`src/rtl/stat_busy_pkg.sv`:
```
package stat_busy_pkg;
  typedef enum logic [1:0] {
    OPK_ERPG   = 2'd0,
    OPK_PROG   = 2'd1,
    OPK_PERASE = 2'd2,
    OPK_BERASE = 2'd3
  } op_kind_e;

  typedef struct packed {
    logic     is_op;
    op_kind_e kind;
    logic     buf_sel;
  } cmd_t;

  localparam logic [2:0] DENSITY_CODE = 3'b100;

  function automatic logic is_status(input logic [7:0] op);
    return (op == 8'h57) || (op == 8'hD7);
  endfunction

  function automatic cmd_t decode_cmd(input logic [7:0] op);
    cmd_t c;
    c.is_op   = 1'b1;
    c.kind    = OPK_ERPG;
    c.buf_sel = 1'b0;
    case (op)
      8'h83: ;
      8'h86: c.buf_sel = 1'b1;
      8'h88: c.kind = OPK_PROG;
      8'h89: begin c.kind = OPK_PROG; c.buf_sel = 1'b1; end
      8'h81: c.kind = OPK_PERASE;
      8'h50: c.kind = OPK_BERASE;
      default: c.is_op = 1'b0;
    endcase
    return c;
  endfunction
endpackage

```
`src/rtl/stat_spi_rx.sv`:
```
module stat_spi_rx #(
  parameter int FRAME_W = 32
) (
  input  logic               clk_i,
  input  logic               rst_ni,
  input  logic               csn_i,
  input  logic               sclk_i,
  input  logic               mosi_i,
  output logic               sck_fall_o,
  output logic               cs_rise_o,
  output logic               hdr_done_o,
  output logic               full_o,
  output logic [7:0]         opcode_o,
  output logic [FRAME_W-9:0] addr_o
);
  localparam int CW = $clog2(FRAME_W + 1);

  logic          sck_q, csn_q, sck_rise;
  logic [CW-1:0] cnt_q;

  assign sck_rise   = sclk_i & ~sck_q & ~csn_i;
  assign sck_fall_o = ~sclk_i & sck_q & ~csn_i;
  assign cs_rise_o  = csn_i & ~csn_q;
  assign hdr_done_o = cnt_q >= CW'(8);
  assign full_o     = cnt_q == CW'(FRAME_W);

  always_ff @(posedge clk_i or negedge rst_ni) begin
    if (!rst_ni) begin
      sck_q    <= 1'b0;
      csn_q    <= 1'b1;
      cnt_q    <= '0;
      opcode_o <= '0;
      addr_o   <= '0;
    end else begin
      sck_q <= sclk_i;
      csn_q <= csn_i;
      if (csn_i) begin
        cnt_q <= '0;
      end else if (sck_rise && !full_o) begin
        cnt_q <= cnt_q + 1'b1;
        if (cnt_q < CW'(8)) opcode_o <= {opcode_o[6:0], mosi_i};
        else                addr_o   <= {addr_o[FRAME_W-10:0], mosi_i};
      end
    end
  end
endmodule

```
`src/rtl/stat_status_tx.sv`:
```
module stat_status_tx
  import stat_busy_pkg::*;
(
  input  logic clk_i,
  input  logic rst_ni,
  input  logic active_i,
  input  logic sck_fall_i,
  input  logic ready_i,
  input  logic cmp_i,
  output logic miso_o,
  output logic oe_o
);
  logic       shown_q, cmp_snap_q;
  logic [2:0] idx_q;
  logic [7:0] byte_w;

  always_ff @(posedge clk_i or negedge rst_ni) begin
    if (!rst_ni) begin
      shown_q    <= 1'b0;
      idx_q      <= 3'd7;
      cmp_snap_q <= 1'b0;
    end else if (!active_i) begin
      shown_q <= 1'b0;
      idx_q   <= 3'd7;
    end else if (sck_fall_i) begin
      shown_q <= 1'b1;
      if (!shown_q || idx_q == 3'd0) begin
        idx_q      <= 3'd7;
        cmp_snap_q <= cmp_i;   // re-sampled at each pass start
      end else begin
        idx_q <= idx_q - 3'd1;
      end
    end
  end

  // bit 7 is live so a paused clock tracks the busy state
  assign byte_w = {ready_i, cmp_snap_q, DENSITY_CODE, 3'b000};
  assign miso_o = shown_q ? byte_w[idx_q] : 1'b0;
  assign oe_o   = shown_q & active_i;
endmodule

```
`src/rtl/stat_busy_timer.sv`:
```
module stat_busy_timer
  import stat_busy_pkg::*;
#(
  parameter int CNT_W         = 16,
  parameter int T_ERASE_PROG  = 120,
  parameter int T_PROG        = 80,
  parameter int T_PAGE_ERASE  = 60,
  parameter int T_BLOCK_ERASE = 400
) (
  input  logic     clk_i,
  input  logic     rst_ni,
  input  logic     start_i,
  input  op_kind_e kind_i,
  output logic     busy_o
);
  logic [CNT_W-1:0] cnt_q, load_w;

  always_comb begin
    case (kind_i)
      OPK_ERPG:   load_w = CNT_W'(T_ERASE_PROG - 1);
      OPK_PROG:   load_w = CNT_W'(T_PROG - 1);
      OPK_PERASE: load_w = CNT_W'(T_PAGE_ERASE - 1);
      default:    load_w = CNT_W'(T_BLOCK_ERASE - 1);
    endcase
  end

  always_ff @(posedge clk_i or negedge rst_ni) begin
    if (!rst_ni) begin
      busy_o <= 1'b0;
      cnt_q  <= '0;
    end else if (!busy_o) begin
      if (start_i) begin
        busy_o <= 1'b1;
        cnt_q  <= load_w;
      end
    end else if (cnt_q == '0) begin
      busy_o <= 1'b0;
    end else begin
      cnt_q <= cnt_q - 1'b1;
    end
  end
endmodule

```
`src/rtl/stat_busy_ctrl.sv`:
```
module stat_busy_ctrl
  import stat_busy_pkg::*;
#(
  parameter int PAGE_W        = 12,
  parameter int BYTE_W        = 9,
  parameter int RSV_W         = 3,
  parameter int BLK_LOG       = 3,
  parameter int CNT_W         = 16,
  parameter int T_ERASE_PROG  = 120,
  parameter int T_PROG        = 80,
  parameter int T_PAGE_ERASE  = 60,
  parameter int T_BLOCK_ERASE = 400
) (
  input  logic              clk_i,
  input  logic              rst_ni,
  input  logic              csn_i,
  input  logic              sclk_i,
  input  logic              mosi_i,
  output logic              miso_o,
  output logic              miso_oe_o,
  input  logic              cmp_done_i,
  input  logic              cmp_mismatch_i,
  output logic              ready_o,
  output logic [1:0]        op_kind_o,
  output logic              op_buf_o,
  output logic [PAGE_W-1:0] op_page_o
);
  localparam int ADDR_W  = RSV_W + PAGE_W + BYTE_W;
  localparam int FRAME_W = 8 + ADDR_W;
  localparam int BLK_W   = PAGE_W - BLK_LOG;
  localparam int T_MAX_A = (T_ERASE_PROG > T_PROG) ? T_ERASE_PROG : T_PROG;
  localparam int T_MAX_B = (T_PAGE_ERASE > T_BLOCK_ERASE) ? T_PAGE_ERASE : T_BLOCK_ERASE;
  localparam int T_MAX   = (T_MAX_A > T_MAX_B) ? T_MAX_A : T_MAX_B;

  logic              sck_fall_w, cs_rise_w, hdr_done_w, full_w;
  logic [7:0]        opcode_w;
  logic [ADDR_W-1:0] addr_w;
  logic              busy_w, start_w, stat_active_w, cmp_q;
  cmd_t              cmd_w;
  logic [PAGE_W-1:0] page_w;

  stat_spi_rx #(.FRAME_W(FRAME_W)) rx_i (
    .clk_i, .rst_ni, .csn_i, .sclk_i, .mosi_i,
    .sck_fall_o(sck_fall_w), .cs_rise_o(cs_rise_w),
    .hdr_done_o(hdr_done_w), .full_o(full_w),
    .opcode_o(opcode_w), .addr_o(addr_w)
  );

  assign cmd_w   = decode_cmd(opcode_w);
  assign start_w = cs_rise_w & full_w & cmd_w.is_op & ~busy_w;
  assign page_w  = (cmd_w.kind == OPK_BERASE)
                 ? {addr_w[ADDR_W-RSV_W-1 -: BLK_W], {BLK_LOG{1'b0}}}
                 : addr_w[BYTE_W +: PAGE_W];

  always_ff @(posedge clk_i or negedge rst_ni) begin
    if (!rst_ni) begin
      op_kind_o <= '0;
      op_buf_o  <= 1'b0;
      op_page_o <= '0;
      cmp_q     <= 1'b0;
    end else begin
      if (start_w) begin
        op_kind_o <= cmd_w.kind;
        op_buf_o  <= cmd_w.buf_sel;
        op_page_o <= page_w;
      end
      if (cmp_done_i) cmp_q <= cmp_mismatch_i;
    end
  end

  stat_busy_timer #(
    .CNT_W(CNT_W), .T_ERASE_PROG(T_ERASE_PROG), .T_PROG(T_PROG),
    .T_PAGE_ERASE(T_PAGE_ERASE), .T_BLOCK_ERASE(T_BLOCK_ERASE)
  ) timer_i (
    .clk_i, .rst_ni, .start_i(start_w), .kind_i(cmd_w.kind), .busy_o(busy_w)
  );

  assign ready_o       = ~busy_w;
  assign stat_active_w = ~csn_i & hdr_done_w & is_status(opcode_w);

  stat_status_tx tx_i (
    .clk_i, .rst_ni, .active_i(stat_active_w), .sck_fall_i(sck_fall_w),
    .ready_i(ready_o), .cmp_i(cmp_q), .miso_o, .oe_o(miso_oe_o)
  );
endmodule

```
`config.mk`:
```
export PLATFORM = sky130hd
export DESIGN_NAME = stat_busy_ctrl
export DESIGN_NICKNAME = d
export VERILOG_FILES = /design/src/rtl/stat_busy_pkg.sv /design/src/rtl/stat_spi_rx.sv /design/src/rtl/stat_status_tx.sv /design/src/rtl/stat_busy_timer.sv /design/src/rtl/stat_busy_ctrl.sv
export SDC_FILE = /design/constraint.sdc
export NUM_CORES = 1
export LEC_CHECK = 0
export BUFFER_PORTS_ARGS = -buffer_cell sky130_fd_sc_hd__buf_4
export CORE_AREA = 3 3 98 100
export DETAILED_ROUTE_END_ITERATION = 6
export DIE_AREA = 0 0 101 103
export HOLD_SLACK_MARGIN = 0.05
export SETUP_SLACK_MARGIN = 0.02
export SYNTH_ARGS = -nofsm -noshare
export SYNTH_HDL_FRONTEND = slang
export SYNTH_SLANG_ARGS = --single-unit
```
`constraint.sdc`:
```
create_clock -name clk_i -period 3.6 [get_ports clk_i]
set_clock_uncertainty 0.1 [all_clocks]
set_input_delay 0.72 -clock clk_i [delete_from_list [all_inputs] [get_ports clk_i]]
set_output_delay 0.72 -clock clk_i [all_outputs]
set_load 0.02 [all_outputs]
```
==> flow_summary.toml <==
[pwr]
ir_drop_mv = 0.232
powerDensity_nw_per_um2 = 420
cellLeakagePower_nw = 1.89

[synthesis]
synthTopCellsByCount = "dfrtp_1 (71), mux2_2 (40), nand2_1 (21), nor2_1 (18), inv_1 (13)"
synthMostInstantiatedCell = "dfrtp_1"
synth.cell_area_um2 = 3520
ys_seq_area_share_pct = 53.4
synth_top_area_share_pct = 50.4
synth-async-reset-ratio_pct = 100
syn_area_per_cell_um2 = 11.6
synthTopCellsByArea = "dfrtp_1 (50%), mux2_2 (13%), dfstp_2 (3.0%)"
yosysWarnings = 0
ys_seq_elements = 75
synthFlopType = "dfrtp_1"
syn_inst = 305
yosys.cell_types.count = 57
synth_top_cell_by_area = "dfrtp_1"
synth_edf_count = 0
syn_nets = 317

[grt]
grt_max_degree = 76
grt_overflow = 0
grt_pass1_vias = 2283
antenna_found_initial = 0
track_usage_pct = 13.5
grt_pass1_wl_um = 11000

[cts]
cts_tree = "built"
cts-root-buf = "clkbuf_8"
cts_max_level = 3
clockBufferDepth = 2
cts.repair.resized = 0
numCtsBuffers = 9
path_clk_slew_ns = 0.08
hold_buffers = 0
clkLatencyLatePin_ns = 0.34
post_cts_buffers = 0
cts.sinks = 75

[setup_path]
critPathMaxFanout = 8
rr_startpoint = "rx_i.opcode_o[6]$_DFFE_PN0P_"
rr_worst_depth = 5
crit_path_start = "rx_i.opcode_o[3]$_DFFE_PN0P_"
start_kind = "flip-flop"
reg2reg_slack_ns = 1.04
crit_arrival_ns = 1.86
r2r-end = "timer_i.cnt_q[6]$_DFFE_PN0P_"
cp.required_ns = 2.78
cp-end-kind = "output pin"
crit_type = "reg2out"

[place]
numPortBuffers = 24
gp_congestion = 0.822
numPlacedInstances = 429
hpwl_um = 4410

[drt]
vias = 2334
first_pass_iters = 4
drc_errors = 0
first_iter_violations = 78
wl_per_cell_um = 14.5
antenna_left = 0
routed_wl_um = 6440
vias_per_cell = 5.24

[timing]
fin_crit_ns = 2.68
setup_violations = 0
hold_viol = 0
max_freq_ghz = 0.373
rsz0062_at_grt = "no"
slew_viol_final = 0
worst_pin_slew_ns = 0.922
relSlewSlack_pct = 38.5
setup_tns_ns = 0
period_share_pct = 74.6

[hold_path]
worstHoldEndpoint = "rx_i.sck_q$_DFF_PN0_"
whs_path_depth = 1
hold_path.class = "in2reg"
hp-start = "sclk_i"

[finish]
diodes = 0
syn2layout_area_growth_pct = 13.0
fin_util_pct = 45.4
nets = 344
drive_above_1_share_pct = 27.9
layout.cells.non_filler = 445

[floorplanning]
dieArea_um2 = 10400
die_h_um = 103
ioPinCount = 25
start_util_pct = 40.2
core-area_um2 = 8760
die_x_um = 101
rows = 34

[status]
status = "completed"

[flow_run]
cap_violations = 0
## registers in the layout, indices dropped and copies added, names as in the netlist
name,flops
rx_i.csn_q,1
op_page_o,12
rx_i.sck_q,1
timer_i.cnt_q,16
rx_i.cnt_q,6
rx_i.addr_o,21
timer_i.busy_o,1
cmp_q,1
rx_i.opcode_o,8
op_buf_o,1
op_kind_o,2
tx_i.idx_q,3
tx_i.cmp_snap_q,1
tx_i.shown_q,1
## where the power goes
| group | internal (mW) | total [mW] | switching, mW |
|---|---|---|---|
| clock network | 0.259 | 0.595 | 0.336 |
| logic | 0.0668 | 0.130 | 0.0628 |
| registers | 0.882 | 0.947 | 0.0647 |
## cell families (layout without fill, tap and decap cells)
kind of cell / count (synthesis) / in the layout / synth area share (%)
buffers and inverters: 24 / 56 / 3.05
flip-flops: 75 / 75 / 53.4
adder cells (fa/ha/maj): 5 / 5 / 1.78
AND/OR/NAND/NOR: 101 / 101 / 15.8
XOR/XNOR: 8 / 8 / 1.99
AO/OA/AOI/OAI: 47 / 47 / 9.80
multiplexers: 45 / 45 / 14.2
## worst max-delay path: stages, from the launching register on
cell	delay, ns
dfrtp_1	0.46
nand2b_1	0.20
nor3_1	0.20
and2_0	0.35
and2_1	0.17
buf_4	0.13
## routing by layer
| layer | GRT usage (%) | wire, um | up-vias |
|---|---|---|---|
| met5 | 0 | 0 | - |
| met3 | 3.38 | 197 | 12 |
| met2 | 20.3 | 2980 | 27 |
| li1 | - | - | 1158 |
| met4 | 6.13 | 136 | 0 |
| met1 | 18.4 | 3120 | 1137 |
## worst max-delay path by stage
stage,endpoint,slack [ns],depth (start not counted)
after global routing,miso_oe_o,0.73,5
after global placement,op_page_o[8]$_DFFE_PN0P_,1.02,6
after CTS,miso_oe_o,0.87,5
after detailed placement,op_page_o[11]$_DFFE_PN0P_,0.96,6
final,miso_oe_o,0.92,5
after floorplan,rx_i.addr_o[10]$_DFFE_PN0P_,1.11,6
## cell type report
cell class	instances	area (um2)
repair buffers	26	195
fillers	831	4780
flip-flops and latches	75	1880
inverters	14	52.6
multi-input cells	206	1530
clock inverters	7	58.8
well taps	108	135
clock buffers	9	124
## stage by stage
stage | hold slack [ns] | cell area [um2] | setup WS, ns | total power, mW
after global routing | 0.383 | 3980 | 0.734 | 1.76
final | 0.399 | 3980 | 0.916 | 1.67
after CTS | 0.380 | 3980 | 0.872 | 1.70
after detailed placement | 0.372 | 3800 | 0.960 | 1.09
after global placement | 0.385 | 3800 | 1.02 | 1.09
after floorplan | 0.324 | 3520 | 1.11 | 1.04
## placed cells by master (no fill, tap or decap), types with 7 or more instances in the layout
cell type   n
dfrtp_1    71
mux2_2     40
buf_4      26
nand2_1    21
nor2_1     18
inv_1      13
nor3_1     12
nand3_1    10
clkbuf_8    9
a21oi_1     8
o21ai_0     8
xnor2_1     7
(Power assumes the default switching activity.)
